<file path="src/rtl/uplink_pkg.sv">
// Package: shared types and the bit-period table for the uplink encoder.
// Assumes all bit periods are even, so a half period is exact.
package uplink_pkg;
    localparam int CNT_W = 8;

    typedef enum logic [1:0] {
        CODE_NRZ = 2'd0,
        CODE_MAN = 2'd1,
        CODE_BIP = 2'd2,
        CODE_SPR = 2'd3
    } line_code_e;

    typedef enum logic [2:0] {
        PH_POR  = 3'd0,
        PH_IDLE = 3'd1,
        PH_PRE  = 3'd2,
        PH_VIOL = 3'd3,
        PH_DATA = 3'd4
    } phase_e;

    // Map the 3-bit rate selector onto a bit period in field clocks.
    function automatic logic [CNT_W-1:0] period_of(input logic [2:0] sel);
        case (sel)
            3'd0:    return CNT_W'(2);
            3'd1:    return CNT_W'(4);
            3'd2:    return CNT_W'(8);
            3'd3:    return CNT_W'(16);
            3'd4:    return CNT_W'(32);
            3'd5:    return CNT_W'(40);
            3'd6:    return CNT_W'(50);
            default: return CNT_W'(64);
        endcase
    endfunction
endpackage

</file>
<file path="src/rtl/uplink_timer.sv">
// Module: symbol timer. Counts field clocks inside the current symbol.
// A data or preamble symbol lasts one bit period; a violation lasts two.
// Assumes the period input stays constant while a symbol runs.
module uplink_timer
    import uplink_pkg::*;
(
    input  logic             clk,
    input  logic             rst_n,
    input  logic             running,
    input  logic             long_sym,
    input  logic [CNT_W-1:0] period,
    output logic [CNT_W-1:0] cnt,
    output logic             sym_end,
    output logic             at_start,
    output logic             at_mid,
    output logic             first_half
);
    logic [CNT_W-1:0] len_m1;
    logic [CNT_W-1:0] half;

    // Derive the last count of the symbol and the mid-bit point.
    always_comb begin
        half       = period >> 1;
        len_m1     = long_sym ? CNT_W'((period << 1) - 1'b1) : CNT_W'(period - 1'b1);
        sym_end    = running && (cnt == len_m1);
        at_start   = (cnt == '0);
        at_mid     = (cnt == half);
        first_half = (cnt < half);
    end

    // Advance the count; clear it at each symbol end and while stopped.
    always_ff @(posedge clk) begin
        if (!rst_n || !running || sym_end) begin
            cnt <= '0;
        end else begin
            cnt <= cnt + 1'b1;
        end
    end
endmodule

</file>
<file path="src/rtl/uplink_coder.sv">
// Module: line coder. Forms the modulation level for the current clock
// from the phase, the bit and the line code, and registers it on mod_out.
// Bi-phase uses the registered level as the previous line state.
module uplink_coder
    import uplink_pkg::*;
(
    input  logic       clk,
    input  logic       rst_n,
    input  phase_e     phase,
    input  logic       bit_in,
    input  line_code_e code,
    input  logic       at_start,
    input  logic       at_mid,
    input  logic       first_half,
    output logic       mod_out
);
    logic bval;
    logic level;

    // Select the level for this clock according to phase and line code.
    always_comb begin
        bval  = (phase == PH_DATA) ? bit_in : 1'b0;
        level = 1'b0;
        if (phase == PH_VIOL) begin
            level = 1'b1;
        end else if (phase == PH_PRE || phase == PH_DATA) begin
            case (code)
                CODE_MAN: level = first_half ? bval : ~bval;
                CODE_BIP: level = (at_start || (at_mid && !bval)) ? ~mod_out : mod_out;
                default:  level = bval;
            endcase
        end
    end

    // Register the level so the output is glitch free.
    always_ff @(posedge clk) begin
        if (!rst_n) begin
            mod_out <= 1'b0;
        end else begin
            mod_out <= level;
        end
    end
endmodule

</file>
<file path="src/rtl/uplink_seq.sv">
// Module: frame sequencer. Runs the power-on delay, accepts words,
// steps through preamble, violation and data bits, and handles public mode.
// Assumes public_mode is a static strap; config is captured per word.
module uplink_seq
    import uplink_pkg::*;
#(
    parameter int WORD_W     = 32,
    parameter int PRE_W      = 4,
    parameter int POR_CYCLES = 16
) (
    input  logic             clk,
    input  logic             rst_n,
    input  logic             public_mode,
    input  logic [2:0]       rate_sel,
    input  logic [1:0]       code_sel,
    input  logic             sof_en,
    input  logic [PRE_W-1:0] pre_len,
    input  logic             word_valid,
    input  logic [WORD_W-1:0] word_data,
    input  logic             sym_end,
    output phase_e           phase,
    output logic             cur_bit,
    output logic [CNT_W-1:0] period,
    output line_code_e       code,
    output logic             word_ready,
    output logic             word_done
);
    localparam int IDX_W = (WORD_W > 1) ? $clog2(WORD_W) : 1;
    localparam int POR_W = $clog2(POR_CYCLES + 1);

    logic [POR_W-1:0]  por_q;
    logic [PRE_W-1:0]  pre_idx;
    logic [PRE_W-1:0]  cfg_pre;
    logic [IDX_W-1:0]  bit_idx;
    logic [WORD_W-1:0] shreg;
    logic [2:0]        cfg_rate;
    logic              last_bit;
    logic              load_now;
    phase_e            start_ph;

    // Decide when a word is taken in and which phase a new frame begins in.
    always_comb begin
        last_bit = (bit_idx == IDX_W'(WORD_W - 1));
        load_now = (phase == PH_IDLE && (public_mode || word_valid))
                || (phase == PH_POR && por_q == '0 && public_mode)
                || (phase == PH_DATA && sym_end && last_bit && public_mode);
        if (public_mode || sof_en) begin
            start_ph = (pre_len != '0) ? PH_PRE : PH_VIOL;
        end else begin
            start_ph = PH_DATA;
        end
        word_ready = (phase == PH_IDLE) && !public_mode;
        cur_bit    = shreg[WORD_W-1];
        period     = period_of(cfg_rate);
    end

    // Phase control, preamble and bit counters, completion pulse.
    always_ff @(posedge clk) begin
        if (!rst_n) begin
            phase     <= PH_POR;
            por_q     <= POR_W'(POR_CYCLES - 1);
            pre_idx   <= '0;
            bit_idx   <= '0;
            word_done <= 1'b0;
        end else begin
            word_done <= 1'b0;
            case (phase)
                PH_POR: begin
                    if (por_q == '0) begin
                        phase   <= public_mode ? start_ph : PH_IDLE;
                        pre_idx <= '0;
                        bit_idx <= '0;
                    end else begin
                        por_q <= por_q - 1'b1;
                    end
                end
                PH_IDLE: begin
                    if (load_now) begin
                        phase   <= start_ph;
                        pre_idx <= '0;
                        bit_idx <= '0;
                    end
                end
                PH_PRE: begin
                    if (sym_end) begin
                        if (pre_idx == PRE_W'(cfg_pre - 1'b1)) phase <= PH_VIOL;
                        pre_idx <= pre_idx + 1'b1;
                    end
                end
                PH_VIOL: begin
                    if (sym_end) begin
                        phase   <= PH_DATA;
                        bit_idx <= '0;
                    end
                end
                PH_DATA: begin
                    if (sym_end) begin
                        if (last_bit) begin
                            bit_idx <= '0;
                            if (!public_mode) begin
                                phase     <= PH_IDLE;
                                word_done <= 1'b1;
                            end
                        end else begin
                            bit_idx <= bit_idx + 1'b1;
                        end
                    end
                end
                default: phase <= PH_IDLE;
            endcase
        end
    end

    // Word shift register and per-word configuration capture.
    always_ff @(posedge clk) begin
        if (!rst_n) begin
            shreg    <= '0;
            cfg_rate <= '0;
            code     <= CODE_NRZ;
            cfg_pre  <= '0;
        end else if (load_now) begin
            shreg    <= word_data;
            cfg_rate <= rate_sel;
            code     <= line_code_e'(code_sel);
            cfg_pre  <= pre_len;
        end else if (phase == PH_DATA && sym_end) begin
            shreg <= shreg << 1;
        end
    end
endmodule

</file>
<file path="src/rtl/uplink_encoder.sv">
// Module: uplink encoder top. Connects sequencer, symbol timer and line coder.
// Assumes clk is the recovered field clock and rst_n is synchronous.
module uplink_encoder
    import uplink_pkg::*;
#(
    parameter int WORD_W     = 32,
    parameter int PRE_W      = 4,
    parameter int POR_CYCLES = 16
) (
    input  logic              clk,
    input  logic              rst_n,
    input  logic              public_mode,
    input  logic [2:0]        rate_sel,
    input  logic [1:0]        code_sel,
    input  logic              sof_en,
    input  logic [PRE_W-1:0]  pre_len,
    input  logic              word_valid,
    input  logic [WORD_W-1:0] word_data,
    output logic              word_ready,
    output logic              mod_out,
    output logic              word_done
);
    phase_e           seq_phase;
    line_code_e       seq_code;
    logic             seq_bit;
    logic [CNT_W-1:0] seq_period;
    logic [CNT_W-1:0] tmr_cnt;
    logic [CNT_W-1:0] tmr_half;
    logic             tmr_end;
    logic             tmr_start;
    logic             tmr_mid;
    logic             tmr_first;
    logic             sym_run;

    // Timer runs only while a symbol is on the line.
    always_comb begin
        sym_run  = (seq_phase == PH_PRE) || (seq_phase == PH_VIOL) || (seq_phase == PH_DATA);
        tmr_half = seq_period >> 1;
    end

    uplink_seq #(
        .WORD_W     (WORD_W),
        .PRE_W      (PRE_W),
        .POR_CYCLES (POR_CYCLES)
    ) seq_i (
        .clk         (clk),
        .rst_n       (rst_n),
        .public_mode (public_mode),
        .rate_sel    (rate_sel),
        .code_sel    (code_sel),
        .sof_en      (sof_en),
        .pre_len     (pre_len),
        .word_valid  (word_valid),
        .word_data   (word_data),
        .sym_end     (tmr_end),
        .phase       (seq_phase),
        .cur_bit     (seq_bit),
        .period      (seq_period),
        .code        (seq_code),
        .word_ready  (word_ready),
        .word_done   (word_done)
    );

    uplink_timer tmr_i (
        .clk        (clk),
        .rst_n      (rst_n),
        .running    (sym_run),
        .long_sym   (seq_phase == PH_VIOL),
        .period     (seq_period),
        .cnt        (tmr_cnt),
        .sym_end    (tmr_end),
        .at_start   (tmr_start),
        .at_mid     (tmr_mid),
        .first_half (tmr_first)
    );

    uplink_coder cod_i (
        .clk        (clk),
        .rst_n      (rst_n),
        .phase      (seq_phase),
        .bit_in     (seq_bit),
        .code       (seq_code),
        .at_start   (tmr_start),
        .at_mid     (tmr_mid),
        .first_half (tmr_first),
        .mod_out    (mod_out)
    );
endmodule

</file>
<file path="config.mk">
export PLATFORM = sky130hd
export DESIGN_NAME = uplink_encoder
export DESIGN_NICKNAME = d
export VERILOG_FILES = /design/src/rtl/uplink_pkg.sv /design/src/rtl/uplink_timer.sv /design/src/rtl/uplink_coder.sv /design/src/rtl/uplink_seq.sv /design/src/rtl/uplink_encoder.sv
export SDC_FILE = /design/constraint.sdc
export NUM_CORES = 1
export LEC_CHECK = 0
export BUFFER_PORTS_ARGS = -buffer_cell sky130_fd_sc_hd__buf_2
export CAP_MARGIN = 25
export CORE_ASPECT_RATIO = 0.75
export CORE_MARGIN = 2
export CORE_UTILIZATION = 35
export DETAILED_ROUTE_END_ITERATION = 8
export GPL_TIMING_DRIVEN = 0
export MAX_ROUTING_LAYER = met4
export PLACE_DENSITY = 0.66
export SLEW_MARGIN = 10
export SYNTH_ARGS = -nofsm -noshare
export SYNTH_HDL_FRONTEND = slang
export SYNTH_SLANG_ARGS = --single-unit
</file>
<file path="constraint.sdc">
create_clock -name clk -period 3.1 [get_ports clk]
set_input_delay 0.31 -clock clk [delete_from_list [all_inputs] [get_ports clk]]
set_output_delay 0.31 -clock clk [all_outputs]
set_load 0.02 [all_outputs]
</file>
==> flow_summary.html, run 1 <==
<table>
<tr><th>Metric</th><th>Value</th></tr>
<tr><th colspan="2">Clocking</th></tr>
<tr><td>Inserted Clock Buffers</td><td>9</td></tr>
<tr><td>Max clock buf depth</td><td>2</td></tr>
<tr><td>Clock tree from TritonCTS</td><td>done</td></tr>
<tr><td>Clock input transition at the sequential cells of the worst setup and hold paths</td><td>0.06 ns</td></tr>
<tr><td>CTS hold repair buffers</td><td>0</td></tr>
<tr><td>Clock Sink Count</td><td>68</td></tr>
<tr><td>Number of levels the H-tree was split into</td><td>3</td></tr>
<tr><td>Cell at the root of the clock tree</td><td>sky130_fd_sc_hd__clkbuf_16</td></tr>
<tr><td>Clock latency reported for the late side of the worst-skew pair</td><td>0.34 ns</td></tr>
<tr><th colspan="2">Place</th></tr>
<tr><td>Number of buffers added on ports</td><td>46</td></tr>
<tr><td>Post-placement setup slack</td><td>-0.432 ns</td></tr>
<tr><td>Final GP Congestion</td><td>0.862</td></tr>
<tr><td>Cell count after placement</td><td>688</td></tr>
<tr><td>Total half-perimeter wirelength after legalization and detailed placement</td><td>7440 µm</td></tr>
<tr><th colspan="2">STA</th></tr>
<tr><td>Unrepaired setup endpoints after global routing</td><td>yes</td></tr>
<tr><td>Final Hold Viols</td><td>0</td></tr>
<tr><td>Relative slew margins</td><td>56.7%</td></tr>
<tr><td>Final worst slack</td><td>0.0743 ns</td></tr>
<tr><td>Final Cycle Share</td><td>97.6%</td></tr>
<tr><td>Final-report setup violation count</td><td>0</td></tr>
<tr><td>Min Tclk post-route</td><td>3.03 ns</td></tr>
<tr><td>Maximum operating frequency</td><td>0.331 GHz</td></tr>
<tr><td>Setup Skew</td><td>0.00640 ns</td></tr>
<tr><td>Pin slew with the least headroom to its limit</td><td>0.650 ns</td></tr>
<tr><td>Number of pins exceeding their max-slew limit in the final report</td><td>0</td></tr>
<tr><th colspan="2">Worst hold path</th></tr>
<tr><td>Hold/Removal Path Class</td><td>input pin to flop</td></tr>
<tr><td>Cell count of the worst hold path</td><td>3</td></tr>
<tr><th colspan="2">Final layout</th></tr>
<tr><td>Most common cell after layout, fill and taps aside</td><td>sky130_fd_sc_hd__a21oi_1</td></tr>
<tr><td>Non-filler cells in the finished layout</td><td>711</td></tr>
<tr><td>Layout cells sized above 1</td><td>23.1%</td></tr>
<tr><td>Area growth from synthesis to layout</td><td>25.9%</td></tr>
<tr><td>Number of nets in the layout</td><td>628</td></tr>
<tr><td>Antenna diode count</td><td>0</td></tr>
<tr><td>Commonest cells after routing, fill and taps aside</td><td>sky130_fd_sc_hd__a21oi_1 (79), sky130_fd_sc_hd__nand2_1 (66), sky130_fd_sc_hd__dfxtp_1 (65)</td></tr>
<tr><th colspan="2">Run status</th></tr>
<tr><td>Status</td><td>finished clean</td></tr>
<tr><th colspan="2">Die</th></tr>
<tr><td>Die extent in x</td><td>126 µm</td></tr>
<tr><td>Number of top-level pins</td><td>49</td></tr>
<tr><td>Core region area</td><td>10900 µm²</td></tr>
<tr><td>DIE AREA</td><td>12100 µm²</td></tr>
<tr><td>Vertical die dimension</td><td>95.6 µm</td></tr>
<tr><td>Starting utilization of the core area</td><td>35.9%</td></tr>
<tr><td>Rows</td><td>33</td></tr>
<tr><th colspan="2">Routing</th></tr>
<tr><td>Post-detailed-route count of antenna-violating nets</td><td>0</td></tr>
<tr><td>First-pass DRT Iterations</td><td>5</td></tr>
<tr><td>Routed wire length</td><td>10400 µm</td></tr>
<tr><td>Via density per instance</td><td>5.34</td></tr>
<tr><td>Total DRC errors in the routed layout</td><td>0</td></tr>
<tr><td>Wire length per cell after detailed routing</td><td>14.7 µm</td></tr>
<tr><td>Initial DRC count</td><td>247</td></tr>
<tr><td>DR vias</td><td>3794</td></tr>
<tr><th colspan="2">Synthesis</th></tr>
<tr><td>Synth Area per Inst</td><td>7.80 µm²</td></tr>
<tr><td>Fraction of synthesis flops using an asynchronous set or reset pin</td><td>0%</td></tr>
<tr><td>Post-Syn Nets</td><td>564</td></tr>
<tr><td>Synth warnings</td><td>0</td></tr>
<tr><td>Register bit total from synthesis</td><td>68</td></tr>
<tr><td>Primary flip-flop cell chosen by synthesis mapping</td><td>sky130_fd_sc_hd__dfxtp_1</td></tr>
<tr><td>Post-Syn Instances</td><td>502</td></tr>
<tr><td>Post-synth EDFFs</td><td>0</td></tr>
<tr><td>Synthesized area</td><td>3920 µm²</td></tr>
<tr><td>Number of distinct standard cells referenced by the synthesized netlist</td><td>64</td></tr>
<tr><td>Post-synthesis sequential area ratio</td><td>34.8%</td></tr>
<tr><th colspan="2">Worst setup path</th></tr>
<tr><td>Number of buffer and inverter stages on the critical path</td><td>3</td></tr>
<tr><td>Crit Path Max Fanout</td><td>10</td></tr>
<tr><td>Critical Path, Cell by Cell</td><td>xor2_2, nor2_2, inv_1, ha_1, buf_4, nand4bb_4, a221oi_4, nor4_2, nor3_2, nand4_4, o21a_4, buf_4, o21ai_1, a21oi_1</td></tr>
<tr><td>Crit path max-delay cell type</td><td>sky130_fd_sc_hd__dfxtp_4</td></tr>
<tr><td>Worst path most repeated cell</td><td>sky130_fd_sc_hd__buf_4</td></tr>
<tr><td>Length in cells of the worst reg-to-reg path</td><td>14</td></tr>
<tr><td>Number of gates on the worst path with buffers counted</td><td>14</td></tr>
<tr><td>CP endpoint kind</td><td>flop</td></tr>
<tr><td>R2R Setup Slk</td><td>0.07 ns</td></tr>
<tr><td>Worst Path Required</td><td>3.32 ns</td></tr>
<tr><td>Slowest stage delay, CP</td><td>0.37 ns</td></tr>
<tr><td>Data arrival at the endpoint of the critical path</td><td>3.25 ns</td></tr>
<tr><td>Classification of the worst setup path</td><td>flop to flop</td></tr>
<tr><td>CP Launch Type</td><td>flop</td></tr>
<tr><td>Cell family with most CP delay</td><td>simple AND/OR/NAND/NOR gates</td></tr>
<tr><th colspan="2">Power</th></tr>
<tr><td>Internal power contribution</td><td>2.50 mW</td></tr>
<tr><td>Clock power frac</td><td>33.7%</td></tr>
<tr><td>Combinational power share</td><td>35.3%</td></tr>
<tr><td>Switching power</td><td>1.28 mW</td></tr>
<tr><td>Share of power burned in registers</td><td>31.0%</td></tr>
<tr><td>Switching power as a share of total power</td><td>33.9%</td></tr>
<tr><td>Power density normalized to cell area</td><td>765 nW/µm²</td></tr>
<tr><td>Lkg Pwr</td><td>1.89 nW</td></tr>
<tr><td>Maximum resistive drop on vdd</td><td>0.352 mV</td></tr>
<tr><th colspan="2">Global route</th></tr>
<tr><td>Gr usage total</td><td>17.4%</td></tr>
<tr><td>First-pass GRT wire length</td><td>16300 µm</td></tr>
<tr><td>Via count of the first global-routing pass</td><td>3333</td></tr>
<tr><td>Largest net degree at the start of global routing</td><td>14</td></tr>
<tr><td>Total gr overflow</td><td>0</td></tr>
<tr><td>Initial antenna violation count</td><td>0</td></tr>
<tr><th colspan="2">Flow run</th></tr>
<tr><td>Max-cap violation count</td><td>0</td></tr>
</table>
-- stage by stage --
stage	hold WS, ns	power (mW)	area [µm²]	TNS [ns]	util, %
after CTS	0.208	3.69	4770	0	43.8
final	0.203	3.78	4930	0	45.2
after global routing	0.209	4.00	4930	-0.471	45.2
after floorplan	0.412	2.08	3920	0	-
after detailed placement	0.437	2.37	4320	-19.26	39.6
after global placement	0.418	2.32	4320	-13.11	39.6
-- kinds of logic after synthesis --
family          count (synthesis)  share of synthesized area (%)
simple gates                  178                           23.8
compound gates                159                           23.5
flops                          68                           34.8
buf+inv                        56                           6.90
xor+xnor                       18                           4.03
fa+ha+maj                      16                           5.11
mux                             7                           1.95
-- cells in the mapped netlist (5+ instances only) --
cell type,n,area (µm²)
sky130_fd_sc_hd__a21oi_1,83,415
sky130_fd_sc_hd__nand2b_1,7,43.8
sky130_fd_sc_hd__nand2_1,66,248
sky130_fd_sc_hd__nand3_1,16,80.1
sky130_fd_sc_hd__nor2_1,26,97.6
sky130_fd_sc_hd__buf_2,12,60.1
sky130_fd_sc_hd__xnor2_1,11,96.3
sky130_fd_sc_hd__clkbuf_1,12,45.0
sky130_fd_sc_hd__dfxtp_1,68,1360
sky130_fd_sc_hd__o21ai_0,43,215
sky130_fd_sc_hd__and3_1,5,31.3
sky130_fd_sc_hd__ha_1,16,200
sky130_fd_sc_hd__mux2i_1,5,50.1
sky130_fd_sc_hd__xor2_1,7,61.3
sky130_fd_sc_hd__inv_1,20,75.1
sky130_fd_sc_hd__nor4_1,8,50.1
sky130_fd_sc_hd__nor3_1,14,70.1
sky130_fd_sc_hd__nor2b_1,5,31.3
-- cell type report --
| class | instances | area, µm² |
|---|---|---|
| Buffer | 34 | 229 |
| Clock buffer | 9 | 225 |
| Clock inverter | 7 | 146 |
| Fill cell | 1066 | 5970 |
| Inverter | 21 | 78.8 |
| Multi-Input combinational cell | 378 | 2400 |
| Sequential cell | 68 | 1370 |
| Tap cell | 140 | 175 |
| Timing Repair Buffer | 54 | 303 |
-- per-layer routing --
layer  GRT usage [%]  vias to the layer above  routed length (µm)
li1                -                     1903                   -
met1            24.1                     1780                5100
met2            24.5                       92                4630
met3            3.93                       19                 471
met4            7.33                        0                 254
met5               -                        -                   0
-- sequential cells by signal, summed over array words and instances (netlist names) --
name	count
seq_i.code	2
seq_i.word_done	1
seq_i.bit_idx	5
seq_i.cfg_rate	3
seq_i.pre_idx	4
cod_i.mod_out	1
seq_i.shreg	32
tmr_i.cnt	8
seq_i.phase	3
seq_i.por_q	5
seq_i.cfg_pre	4
-- worst min-delay path: stages --
cell	delay, ns
sky130_fd_sc_hd__buf_2	0.09
sky130_fd_sc_hd__nand2_1	0.04
sky130_fd_sc_hd__a21oi_1	0.05
-- repair_timing --
action / CTS / global route
endpoints found under the setup margin: 62 / 60
setup buffers: 4 / 4
pin swaps: 6 / 9
gates resized for setup: 10 / 65
-- power by group through the flow --
stage	logic, mW	clock network, mW	registers [mW]
after detailed placement	1.19	0	1.17
after global routing	1.48	1.33	1.19
after global placement	1.16	0	1.17
after CTS	1.25	1.29	1.16
after floorplan	0.937	0	1.15
final	1.33	1.27	1.17
-- path summary, 6_finish.rpt --
kind                startpoint                end
max          seq_i.cfg_rate[1]    seq_i.shreg[14]
min                rate_sel[1]  seq_i.cfg_rate[1]
max reg2reg  seq_i.cfg_rate[1]    seq_i.shreg[14]
min reg2reg    seq_i.shreg[11]    seq_i.shreg[11]
Power figures use the tool's default switching activity.
==> run 2: changes to the inputs <==
Settings changed: BUFFER_PORTS_ARGS -buffer_cell sky130_fd_sc_hd__buf_2 to unset, DONT_BUFFER_PORTS set to 1, PLACE_DENSITY 0.66 to 0.62.
==> run 2 against run 1 <==
Global-route usage is 0.19 points higher. Cell count down 6.6%. Power is 7.0% lower. Clock power fell by 17%. Final area is 7.1% lower. Setup slack improved by 0.040 ns. Via count down 5.0%. Die area unchanged. Core utilization decreased by 3.2 points. Non-clock buffer count shrank 47. Worst hold slack lost 0.096 ns. Critical endpoint is now seq_i.phase[0].
==> flow_summary.html, run 2 (synthesis results as in run 1) <==
<table>
<tr><th>Metric</th><th>Value</th></tr>
<tr><th colspan="2">Run status</th></tr>
<tr><td>Status</td><td>finished clean</td></tr>
<tr><th colspan="2">Die</th></tr>
<tr><td>DIE AREA</td><td>12100 µm² (unchanged)</td></tr>
<tr><td>Die extent in x</td><td>126 µm (unchanged)</td></tr>
<tr><td>Vertical die dimension</td><td>95.6 µm (unchanged)</td></tr>
<tr><td>Number of top-level pins</td><td>49 (unchanged)</td></tr>
<tr><td>Starting utilization of the core area</td><td>35.9% (unchanged)</td></tr>
<tr><td>Core region area</td><td>10900 µm² (unchanged)</td></tr>
<tr><td>Rows</td><td>33 (unchanged)</td></tr>
<tr><th colspan="2">Worst setup path</th></tr>
<tr><td>Classification of the worst setup path</td><td>flop to flop</td></tr>
<tr><td>Length in cells of the worst reg-to-reg path</td><td>14 (unchanged)</td></tr>
<tr><td>Worst Path Required</td><td>3.37 ns (+0.05 ns)</td></tr>
<tr><td>CP Launch Type</td><td>flop</td></tr>
<tr><td>Crit Path Max Fanout</td><td>10 (unchanged)</td></tr>
<tr><td>RR Startpoint</td><td>seq_i.cfg_rate[1]</td></tr>
<tr><td>R2R Setup Slk</td><td>0.11 ns (+0.04 ns)</td></tr>
<tr><td>Data arrival at the endpoint of the critical path</td><td>3.25 ns (about the same)</td></tr>
<tr><td>CP endpoint kind</td><td>flop</td></tr>
<tr><td>FF-to-FF End</td><td>seq_i.phase[0]</td></tr>
<tr><th colspan="2">STA</th></tr>
<tr><td>Min Tclk post-route</td><td>2.99 ns (-0.0404 ns)</td></tr>
<tr><td>Relative slew margins</td><td>58.7% (+2.0 points)</td></tr>
<tr><td>Final-report setup violation count</td><td>0 (unchanged)</td></tr>
<tr><td>Setup TNS Final</td><td>0 ns (unchanged)</td></tr>
<tr><td>Final Hold Viols</td><td>0 (unchanged)</td></tr>
<tr><td>Maximum operating frequency</td><td>0.335 GHz (+1.4%)</td></tr>
<tr><td>Number of pins exceeding their max-slew limit in the final report</td><td>0 (unchanged)</td></tr>
<tr><td>Unrepaired setup endpoints after global routing</td><td>yes</td></tr>
<tr><td>Pin slew with the least headroom to its limit</td><td>0.619 ns (-0.0307 ns)</td></tr>
<tr><td>Final worst slack</td><td>0.115 ns (+0.0404 ns)</td></tr>
<tr><td>Final Cycle Share</td><td>96.3% (-1.3 points)</td></tr>
<tr><td>Setup Skew</td><td>0.00756 ns (+0.00116 ns)</td></tr>
<tr><td>Hold slack final</td><td>0.107 ns (-0.0958 ns)</td></tr>
<tr><th colspan="2">Final layout</th></tr>
<tr><td>Area growth from synthesis to layout</td><td>17.0%</td></tr>
<tr><td>Commonest cells after routing, fill and taps aside</td><td>sky130_fd_sc_hd__a21oi_1 (82), sky130_fd_sc_hd__nand2_1 (66), sky130_fd_sc_hd__dfxtp_1 (65)</td></tr>
<tr><td>Layout cells sized above 1</td><td>14.9% (-8.2 points)</td></tr>
<tr><td>Flip-flop count of the largest register, all copies and words added</td><td>32 (unchanged)</td></tr>
<tr><td>Final non-filler cell area</td><td>4580 µm² (-7.1%)</td></tr>
<tr><td>Top reg by flops</td><td>seq_i.shreg</td></tr>
<tr><td>Number of filler instances in the final layout</td><td>1120 (+5.1%)</td></tr>
<tr><td>Largest regs</td><td>seq_i.shreg: 32 flops, tmr_i.cnt: 8 flops</td></tr>
<tr><td>Most common cell after layout, fill and taps aside</td><td>sky130_fd_sc_hd__a21oi_1</td></tr>
<tr><td>Antenna diode count</td><td>0 (unchanged)</td></tr>
<tr><td>Number of nets in the layout</td><td>581 (-7.5%)</td></tr>
<tr><th colspan="2">Clocking</th></tr>
<tr><td>Max clock buf depth</td><td>2 (unchanged)</td></tr>
<tr><td>Clock latency reported for the late side of the worst-skew pair</td><td>0.34 ns (about the same)</td></tr>
<tr><td>Clock Sink Count</td><td>68 (unchanged)</td></tr>
<tr><td>Inserted Clock Buffers</td><td>9 (unchanged)</td></tr>
<tr><td>Clock input transition at the sequential cells of the worst setup and hold paths</td><td>0.06 ns (about the same)</td></tr>
<tr><td>Cell at the root of the clock tree</td><td>sky130_fd_sc_hd__clkbuf_16</td></tr>
<tr><td>Number of levels the H-tree was split into</td><td>3 (unchanged)</td></tr>
<tr><td>Clock tree from TritonCTS</td><td>done</td></tr>
<tr><td>CTS hold repair buffers</td><td>0 (unchanged)</td></tr>
<tr><th colspan="2">Global route</th></tr>
<tr><td>Total gr overflow</td><td>0 (unchanged)</td></tr>
<tr><td>First-pass GRT wire length</td><td>16400 µm (+1.1%)</td></tr>
<tr><td>Initial antenna violation count</td><td>0 (unchanged)</td></tr>
<tr><td>Via count of the first global-routing pass</td><td>3298 (-1.1%)</td></tr>
<tr><td>Gr usage total</td><td>17.6% (+0.19 points)</td></tr>
<tr><td>Largest net degree at the start of global routing</td><td>15 (+1)</td></tr>
<tr><th colspan="2">Place</th></tr>
<tr><td>Number of buffers added on ports</td><td>0 (-100%)</td></tr>
<tr><td>Post-placement setup slack</td><td>-0.394 ns (+0.0380 ns)</td></tr>
<tr><td>Dpl cell area</td><td>4100 µm² (-5.2%)</td></tr>
<tr><td>Final GP Congestion</td><td>0.850 (-1.4%)</td></tr>
<tr><td>Total half-perimeter wirelength after legalization and detailed placement</td><td>7340 µm (-1.3%)</td></tr>
<tr><th colspan="2">Routing</th></tr>
<tr><td>Initial DRC count</td><td>186 (-25%)</td></tr>
<tr><td>Routed wire length</td><td>10000 µm (-3.9%)</td></tr>
<tr><td>First-pass DRT Iterations</td><td>4 (-1)</td></tr>
<tr><td>Post-detailed-route count of antenna-violating nets</td><td>0 (unchanged)</td></tr>
<tr><td>Wire length per cell after detailed routing</td><td>15.1 µm (+2.9%)</td></tr>
<tr><td>DR vias</td><td>3603 (-5.0%)</td></tr>
<tr><td>Total DRC errors in the routed layout</td><td>0 (unchanged)</td></tr>
<tr><td>Via density per instance</td><td>5.43 (+1.7%)</td></tr>
<tr><th colspan="2">Power</th></tr>
<tr><td>Switching power as a share of total power</td><td>36.3% (+2.4 points)</td></tr>
<tr><td>Power, Total</td><td>3.51 mW (-7.0%)</td></tr>
<tr><td>Share of power burned in registers</td><td>33.2% (+2.2 points)</td></tr>
<tr><td>Lkg Pwr</td><td>1.65 nW (-13%)</td></tr>
<tr><td>Combinational power share</td><td>36.6% (+1.3 points)</td></tr>
<tr><td>Maximum resistive drop on vdd</td><td>0.288 mV (-18%)</td></tr>
<tr><td>Internal power contribution</td><td>2.24 mW (-10%)</td></tr>
<tr><td>Power density normalized to cell area</td><td>767 nW/µm² (+0.15%)</td></tr>
<tr><td>Clock power frac</td><td>30.2% (-3.5 points)</td></tr>
<tr><td>Switching power</td><td>1.27 mW (-0.31%)</td></tr>
<tr><th colspan="2">Worst hold path</th></tr>
<tr><td>Hold/Removal Path Class</td><td>input pin to flop</td></tr>
<tr><td>Endpoint with the worst hold slack</td><td>seq_i.shreg[0]</td></tr>
<tr><td>Hold Path Origin</td><td>word_data[0]</td></tr>
<tr><td>Cell count of the worst hold path</td><td>2 (-1)</td></tr>
<tr><th colspan="2">Flow run</th></tr>
<tr><td>Max-cap violation count</td><td>0 (unchanged)</td></tr>
</table>
## run 2: cell types whose count changed in the layout (fill, tap and decap cells not counted), sizes merged
cell	change
buf	-43
clkbuf	-4
bufinv	-3
inv	+3
clkinv	-2
clkinvlp	+2
## run 2: metrics by stage
step	std cells	util [%]
3_5_place_dp	643	37.6
3_3_place_gp	642	37.5
5_1_grt	664	42.0
4_1_cts	665	41.1
6_report	664	42.0
2_1_floorplan	502	-
## run 2: final cells by class
type                       count  area (µm²)  area share (%)
buffer                        34         224            4.89
clock buffer                   9         225            4.92
clock inverter                 7        82.6            1.80
inverter                      21        78.8            1.72
multi-input combinational    378        2370            51.8
sequential                    68        1370            29.9
tap                          140         175            3.82
timing repair buffer           7        50.0            1.09
## run 2: layer usage
layer  up-vias  global-route usage, %  routed length [µm]
li1       1811                      -                   -
met1      1686                   23.7                4970
met2        89                   25.0                4280
met3        17                   4.60                 612
met4         0                   7.69                 177
met5         -                      -                   0
## run 2: worst max-delay path: stages, from the launching register on
cell and delay [ns]:
sky130_fd_sc_hd__dfxtp_4 0.37, sky130_fd_sc_hd__xor2_2 0.20, sky130_fd_sc_hd__nor2_2 0.11, sky130_fd_sc_hd__inv_1 0.05, sky130_fd_sc_hd__ha_1 0.20, sky130_fd_sc_hd__buf_4 0.17, sky130_fd_sc_hd__a21oi_1 0.23, sky130_fd_sc_hd__a221oi_4 0.09
sky130_fd_sc_hd__o31a_1 0.32, sky130_fd_sc_hd__or2_1 0.27, sky130_fd_sc_hd__and4b_1 0.27, sky130_fd_sc_hd__buf_6 0.14, sky130_fd_sc_hd__a31o_1 0.18, sky130_fd_sc_hd__nand4_1 0.14, sky130_fd_sc_hd__a21oi_2 0.15
## run 2: power by group through the flow
stage | Combinational (mW) | Clock [mW] | Sequential, mW
after floorplan | 0.937 | 0 | 1.15
after global placement | 1.13 | 0 | 1.17
after detailed placement | 1.17 | 0 | 1.17
after CTS | 1.23 | 1.08 | 1.16
after global routing | 1.46 | 1.12 | 1.19
final | 1.29 | 1.06 | 1.16
## run 2: repair_timing
| action | CTS | global route |
|---|---|---|
| gates resized for setup | 13 | 52 |
| pin swaps | 7 | 7 |
| setup endpoints to repair | 62 | 61 |
| buffers inserted | 6 | 0 |
## run 2: worst max path at each step
stage | startpoint | to | cells after the start
after floorplan | seq_i.cfg_rate[2] | seq_i.shreg[22] | 15
after global routing | seq_i.cfg_rate[1] | seq_i.cfg_rate[1] | 15
after global placement | seq_i.cfg_rate[0] | seq_i.cfg_rate[0] | 15
final | seq_i.cfg_rate[1] | seq_i.phase[0] | 14
after detailed placement | seq_i.cfg_rate[0] | seq_i.bit_idx[2] | 13
after CTS | seq_i.cfg_rate[2] | seq_i.cfg_pre[3] | 16
==> run 3: changes to the inputs <==
Settings changed: CORE_UTILIZATION 35 to 30, PLACE_DENSITY 0.62 to 0.56.
==> run 3 against run 2 <==
Sequential power about the same. Critical path depth unchanged. Cell count increased by 6.0%. Flip-flop and latch count stayed put. Clock power shrank 11%. First-iteration DRC count grew 31%. Core utilization decreased by 5.2 points. Critical endpoint unchanged. Largest cell class unchanged.
==> flow_summary.html, run 3 (synthesis results as in run 1) <==
<table>
<tr><th>Metric</th><th>Value</th></tr>
<tr><th colspan="2">Routing</th></tr>
<tr><td>DR vias</td><td>3686 (+2.3%)</td></tr>
<tr><td>First-pass DRT Iterations</td><td>5 (+1)</td></tr>
<tr><td>Total DRC errors in the routed layout</td><td>0 (unchanged)</td></tr>
<tr><td>Via density per instance</td><td>5.24 (-3.5%)</td></tr>
<tr><td>Wire length per cell after detailed routing</td><td>15.4 µm (+1.6%)</td></tr>
<tr><td>Post-detailed-route count of antenna-violating nets</td><td>0 (unchanged)</td></tr>
<tr><td>Initial DRC count</td><td>244 (+31%)</td></tr>
<tr><td>Routed wire length</td><td>10800 µm (+7.7%)</td></tr>
<tr><th colspan="2">Place</th></tr>
<tr><td>Number of buffers added on ports</td><td>0 (unchanged)</td></tr>
<tr><td>Cell count after placement</td><td>674 (+4.8%)</td></tr>
<tr><td>Dpl cell area</td><td>4140 µm² (+0.95%)</td></tr>
<tr><td>Total half-perimeter wirelength after legalization and detailed placement</td><td>7550 µm (+2.8%)</td></tr>
<tr><td>Final GP Congestion</td><td>0.870 (+2.3%)</td></tr>
<tr><th colspan="2">STA</th></tr>
<tr><td>Relative slew margins</td><td>55.4% (-3.3 points)</td></tr>
<tr><td>Maximum operating frequency</td><td>0.333 GHz (-0.63%)</td></tr>
<tr><td>Pin slew with the least headroom to its limit</td><td>0.669 ns (+0.0494 ns)</td></tr>
<tr><td>Unrepaired setup endpoints after global routing</td><td>yes</td></tr>
<tr><td>Final Hold Viols</td><td>0 (unchanged)</td></tr>
<tr><td>Hold slack final</td><td>0.0988 ns (-0.00837 ns)</td></tr>
<tr><td>Final-report setup violation count</td><td>0 (unchanged)</td></tr>
<tr><td>Final Cycle Share</td><td>96.9% (+0.62 points)</td></tr>
<tr><td>Setup Skew</td><td>0.00518 ns (-0.00238 ns)</td></tr>
<tr><td>Number of pins exceeding their max-slew limit in the final report</td><td>0 (unchanged)</td></tr>
<tr><td>Min Tclk post-route</td><td>3.00 ns (+0.0191 ns)</td></tr>
<tr><th colspan="2">Die</th></tr>
<tr><td>Starting utilization of the core area</td><td>30.4% (-5.5 points)</td></tr>
<tr><td>Die extent in x</td><td>136 µm (+7.8%)</td></tr>
<tr><td>Core region area</td><td>12900 µm² (+18%)</td></tr>
<tr><td>Vertical die dimension</td><td>103 µm (+7.7%)</td></tr>
<tr><td>Rows</td><td>36 (+9.1%)</td></tr>
<tr><td>Number of top-level pins</td><td>49 (unchanged)</td></tr>
<tr><td>DIE AREA</td><td>14000 µm² (+16%)</td></tr>
<tr><th colspan="2">Worst setup path</th></tr>
<tr><td>Slowest stage delay, CP</td><td>0.50 ns (+0.13 ns)</td></tr>
<tr><td>RR Startpoint</td><td>seq_i.cfg_rate[2]</td></tr>
<tr><td>Worst Path Required</td><td>3.32 ns (-0.05 ns)</td></tr>
<tr><td>Crit Path Max Fanout</td><td>8 (-2)</td></tr>
<tr><td>Data arrival at the endpoint of the critical path</td><td>3.23 ns (-0.02 ns)</td></tr>
<tr><td>R2R Setup Slk</td><td>0.1 ns (-0.02 ns)</td></tr>
<tr><td>CP endpoint kind</td><td>flop</td></tr>
<tr><td>Worst path most repeated cell</td><td>sky130_fd_sc_hd__buf_6</td></tr>
<tr><td>Critical Path, Cell by Cell</td><td>buf_6, xor2_4, nor2_2, inv_1, ha_2, and3b_1, mux2_4, or4_1, o2111a_2, and4b_1, buf_6, a211o_1, nand4_1, a21oi_2</td></tr>
<tr><td>FF-to-FF End</td><td>seq_i.phase[0]</td></tr>
<tr><td>Number of buffer and inverter stages on the critical path</td><td>3 (unchanged)</td></tr>
<tr><td>Length in cells of the worst reg-to-reg path</td><td>14 (unchanged)</td></tr>
<tr><td>CP Launch Type</td><td>flop</td></tr>
<tr><td>Classification of the worst setup path</td><td>flop to flop</td></tr>
<tr><td>Cell family with most CP delay</td><td>simple AND/OR/NAND/NOR gates</td></tr>
<tr><td>Crit path max-delay cell type</td><td>sky130_fd_sc_hd__or4_1</td></tr>
<tr><th colspan="2">Final layout</th></tr>
<tr><td>Final non-filler cell area</td><td>4740 µm² (+3.5%)</td></tr>
<tr><td>Commonest cells after routing, fill and taps aside</td><td>sky130_fd_sc_hd__a21oi_1 (77), sky130_fd_sc_hd__dfxtp_1 (67), sky130_fd_sc_hd__nand2_1 (66)</td></tr>
<tr><td>Area growth from synthesis to layout</td><td>21.1%</td></tr>
<tr><td>Footprint of the multi-input gates</td><td>2460 µm² (+3.5%)</td></tr>
<tr><td>Most common cell after layout, fill and taps aside</td><td>sky130_fd_sc_hd__a21oi_1</td></tr>
<tr><td>Flip-flop count of the largest register, all copies and words added</td><td>32 (unchanged)</td></tr>
<tr><td>Largest regs</td><td>seq_i.shreg: 32 flops, tmr_i.cnt: 8 flops</td></tr>
<tr><td>Top reg by flops</td><td>seq_i.shreg</td></tr>
<tr><td>Register Area</td><td>1370 µm² (-0.36%)</td></tr>
<tr><td>Non-filler cells in the finished layout</td><td>704 (+6.0%)</td></tr>
<tr><td>Layout cells sized above 1</td><td>17.3% (+2.4 points)</td></tr>
<tr><td>Number of filler instances in the final layout</td><td>1333 (+19%)</td></tr>
<tr><td>Antenna diode count</td><td>0 (unchanged)</td></tr>
<tr><td>Number of nets in the layout</td><td>590 (+1.5%)</td></tr>
<tr><th colspan="2">Clocking</th></tr>
<tr><td>CTS hold repair buffers</td><td>0 (unchanged)</td></tr>
<tr><td>Clock tree from TritonCTS</td><td>done</td></tr>
<tr><td>Number of levels the H-tree was split into</td><td>3 (unchanged)</td></tr>
<tr><td>Inserted Clock Buffers</td><td>9 (unchanged)</td></tr>
<tr><td>Clock latency reported for the late side of the worst-skew pair</td><td>0.34 ns (about the same)</td></tr>
<tr><td>Clock Sink Count</td><td>68 (unchanged)</td></tr>
<tr><td>Cell at the root of the clock tree</td><td>sky130_fd_sc_hd__clkbuf_16</td></tr>
<tr><td>Max clock buf depth</td><td>2 (unchanged)</td></tr>
<tr><td>Clock input transition at the sequential cells of the worst setup and hold paths</td><td>0.06 ns (about the same)</td></tr>
<tr><th colspan="2">Worst hold path</th></tr>
<tr><td>Hold/Removal Path Class</td><td>input pin to flop</td></tr>
<tr><td>Hold Path Origin</td><td>word_data[0]</td></tr>
<tr><td>Cell count of the worst hold path</td><td>2 (unchanged)</td></tr>
<tr><td>Endpoint with the worst hold slack</td><td>seq_i.shreg[0]</td></tr>
<tr><th colspan="2">Power</th></tr>
<tr><td>Clock power frac</td><td>26.7% (-3.5 points)</td></tr>
<tr><td>Internal power contribution</td><td>2.21 mW (-0.99%)</td></tr>
<tr><td>Combinational power share</td><td>40.4% (+3.8 points)</td></tr>
<tr><td>Share of power burned in registers</td><td>33.0% (-0.2 points)</td></tr>
<tr><td>Power, Total</td><td>3.53 mW (+0.51%)</td></tr>
<tr><td>Lkg Pwr</td><td>1.70 nW (+2.8%)</td></tr>
<tr><td>Switching power</td><td>1.31 mW (+3.2%)</td></tr>
<tr><td>Maximum resistive drop on vdd</td><td>0.302 mV (+5.0%)</td></tr>
<tr><td>Power density normalized to cell area</td><td>744 nW/µm² (-2.9%)</td></tr>
<tr><td>Switching power as a share of total power</td><td>37.3% (+0.95 points)</td></tr>
<tr><th colspan="2">Global route</th></tr>
<tr><td>Initial antenna violation count</td><td>0 (unchanged)</td></tr>
<tr><td>Largest net degree at the start of global routing</td><td>13 (-2)</td></tr>
<tr><td>Gr usage total</td><td>15.6% (-2.0 points)</td></tr>
<tr><td>First-pass GRT wire length</td><td>16300 µm (-0.54%)</td></tr>
<tr><td>Via count of the first global-routing pass</td><td>3232 (-2.0%)</td></tr>
<tr><td>Total gr overflow</td><td>0 (unchanged)</td></tr>
<tr><th colspan="2">Run status</th></tr>
<tr><td>Status</td><td>finished clean</td></tr>
<tr><th colspan="2">Flow run</th></tr>
<tr><td>Max-cap violation count</td><td>0 (unchanged)</td></tr>
</table>
[run 3: changes by cell type in the layout (fill, tap and decap cells not counted), sizes merged]
cell,before,now
bufinv,1,0
clkinv,1,3
inv,24,21
nand4,3,4
clkbuf,23,27
buf,27,33
[run 3: worst max-delay path by stage]
stage                 startpoint           endpoint  slack, ns  depth (start not counted)
6_report       seq_i.cfg_rate[2]     seq_i.phase[0]        0.1                         14
5_1_grt        seq_i.cfg_rate[2]  seq_i.cfg_rate[0]      -0.04                         16
4_1_cts        seq_i.cfg_rate[2]      seq_i.code[0]      0.001                         16
3_5_place_dp   seq_i.cfg_rate[0]   seq_i.bit_idx[2]      -0.43                         13
3_3_place_gp   seq_i.cfg_rate[0]  seq_i.cfg_rate[1]      -0.37                         15
2_1_floorplan  seq_i.cfg_rate[2]    seq_i.shreg[22]       0.19                         15
[run 3: layout make-up]
type                       instances  share of cell area (%)
buffer                            35                    4.96
clock buffer                      11                    4.91
clock inverter                     5                   0.792
inverter                          21                    1.66
multi-input combinational        379                    51.8
sequential                        68                    28.8
tap                              171                    4.51
timing repair buffer              14                    2.53
[run 3: repair_timing]
action	in CTS	in global routing
endpoints found under the setup margin	62	61
pin swaps	8	8
gates resized for setup	10	60
setup buffers	6	6
gates cloned	1	1
[run 3: stage by stage]
| step | setup slack, ns | setup TNS (ns) | util, % |
|---|---|---|---|
| after floorplan | 0.187 | 0 | - |
| after global placement | -0.370 | -16.17 | 32.1 |
| after detailed placement | -0.431 | -16.29 | 32.1 |
| after CTS | 0.00143 | 0 | 34.9 |
| after global routing | -0.0367 | -0.432 | 36.8 |
| final | 0.0956 | 0 | 36.8 |
[run 3: per-layer routing]
layer  vias up  wire length, µm  track usage (%)
li1       1834                -                -
met1      1748             5250             20.5
met2        87             4820             22.6
met3        17              522             4.82
met4         0              223             5.53
met5         -                0                -
[run 3: power groups by stage]
stage | Sequential (mW) | Combinational [mW] | Clock [mW]
final | 1.16 | 1.42 | 0.941
after global routing | 1.19 | 1.57 | 1.00
after CTS | 1.16 | 1.25 | 0.964
after detailed placement | 1.17 | 1.17 | 0
after global placement | 1.17 | 1.14 | 0
after floorplan | 1.15 | 0.937 | 0
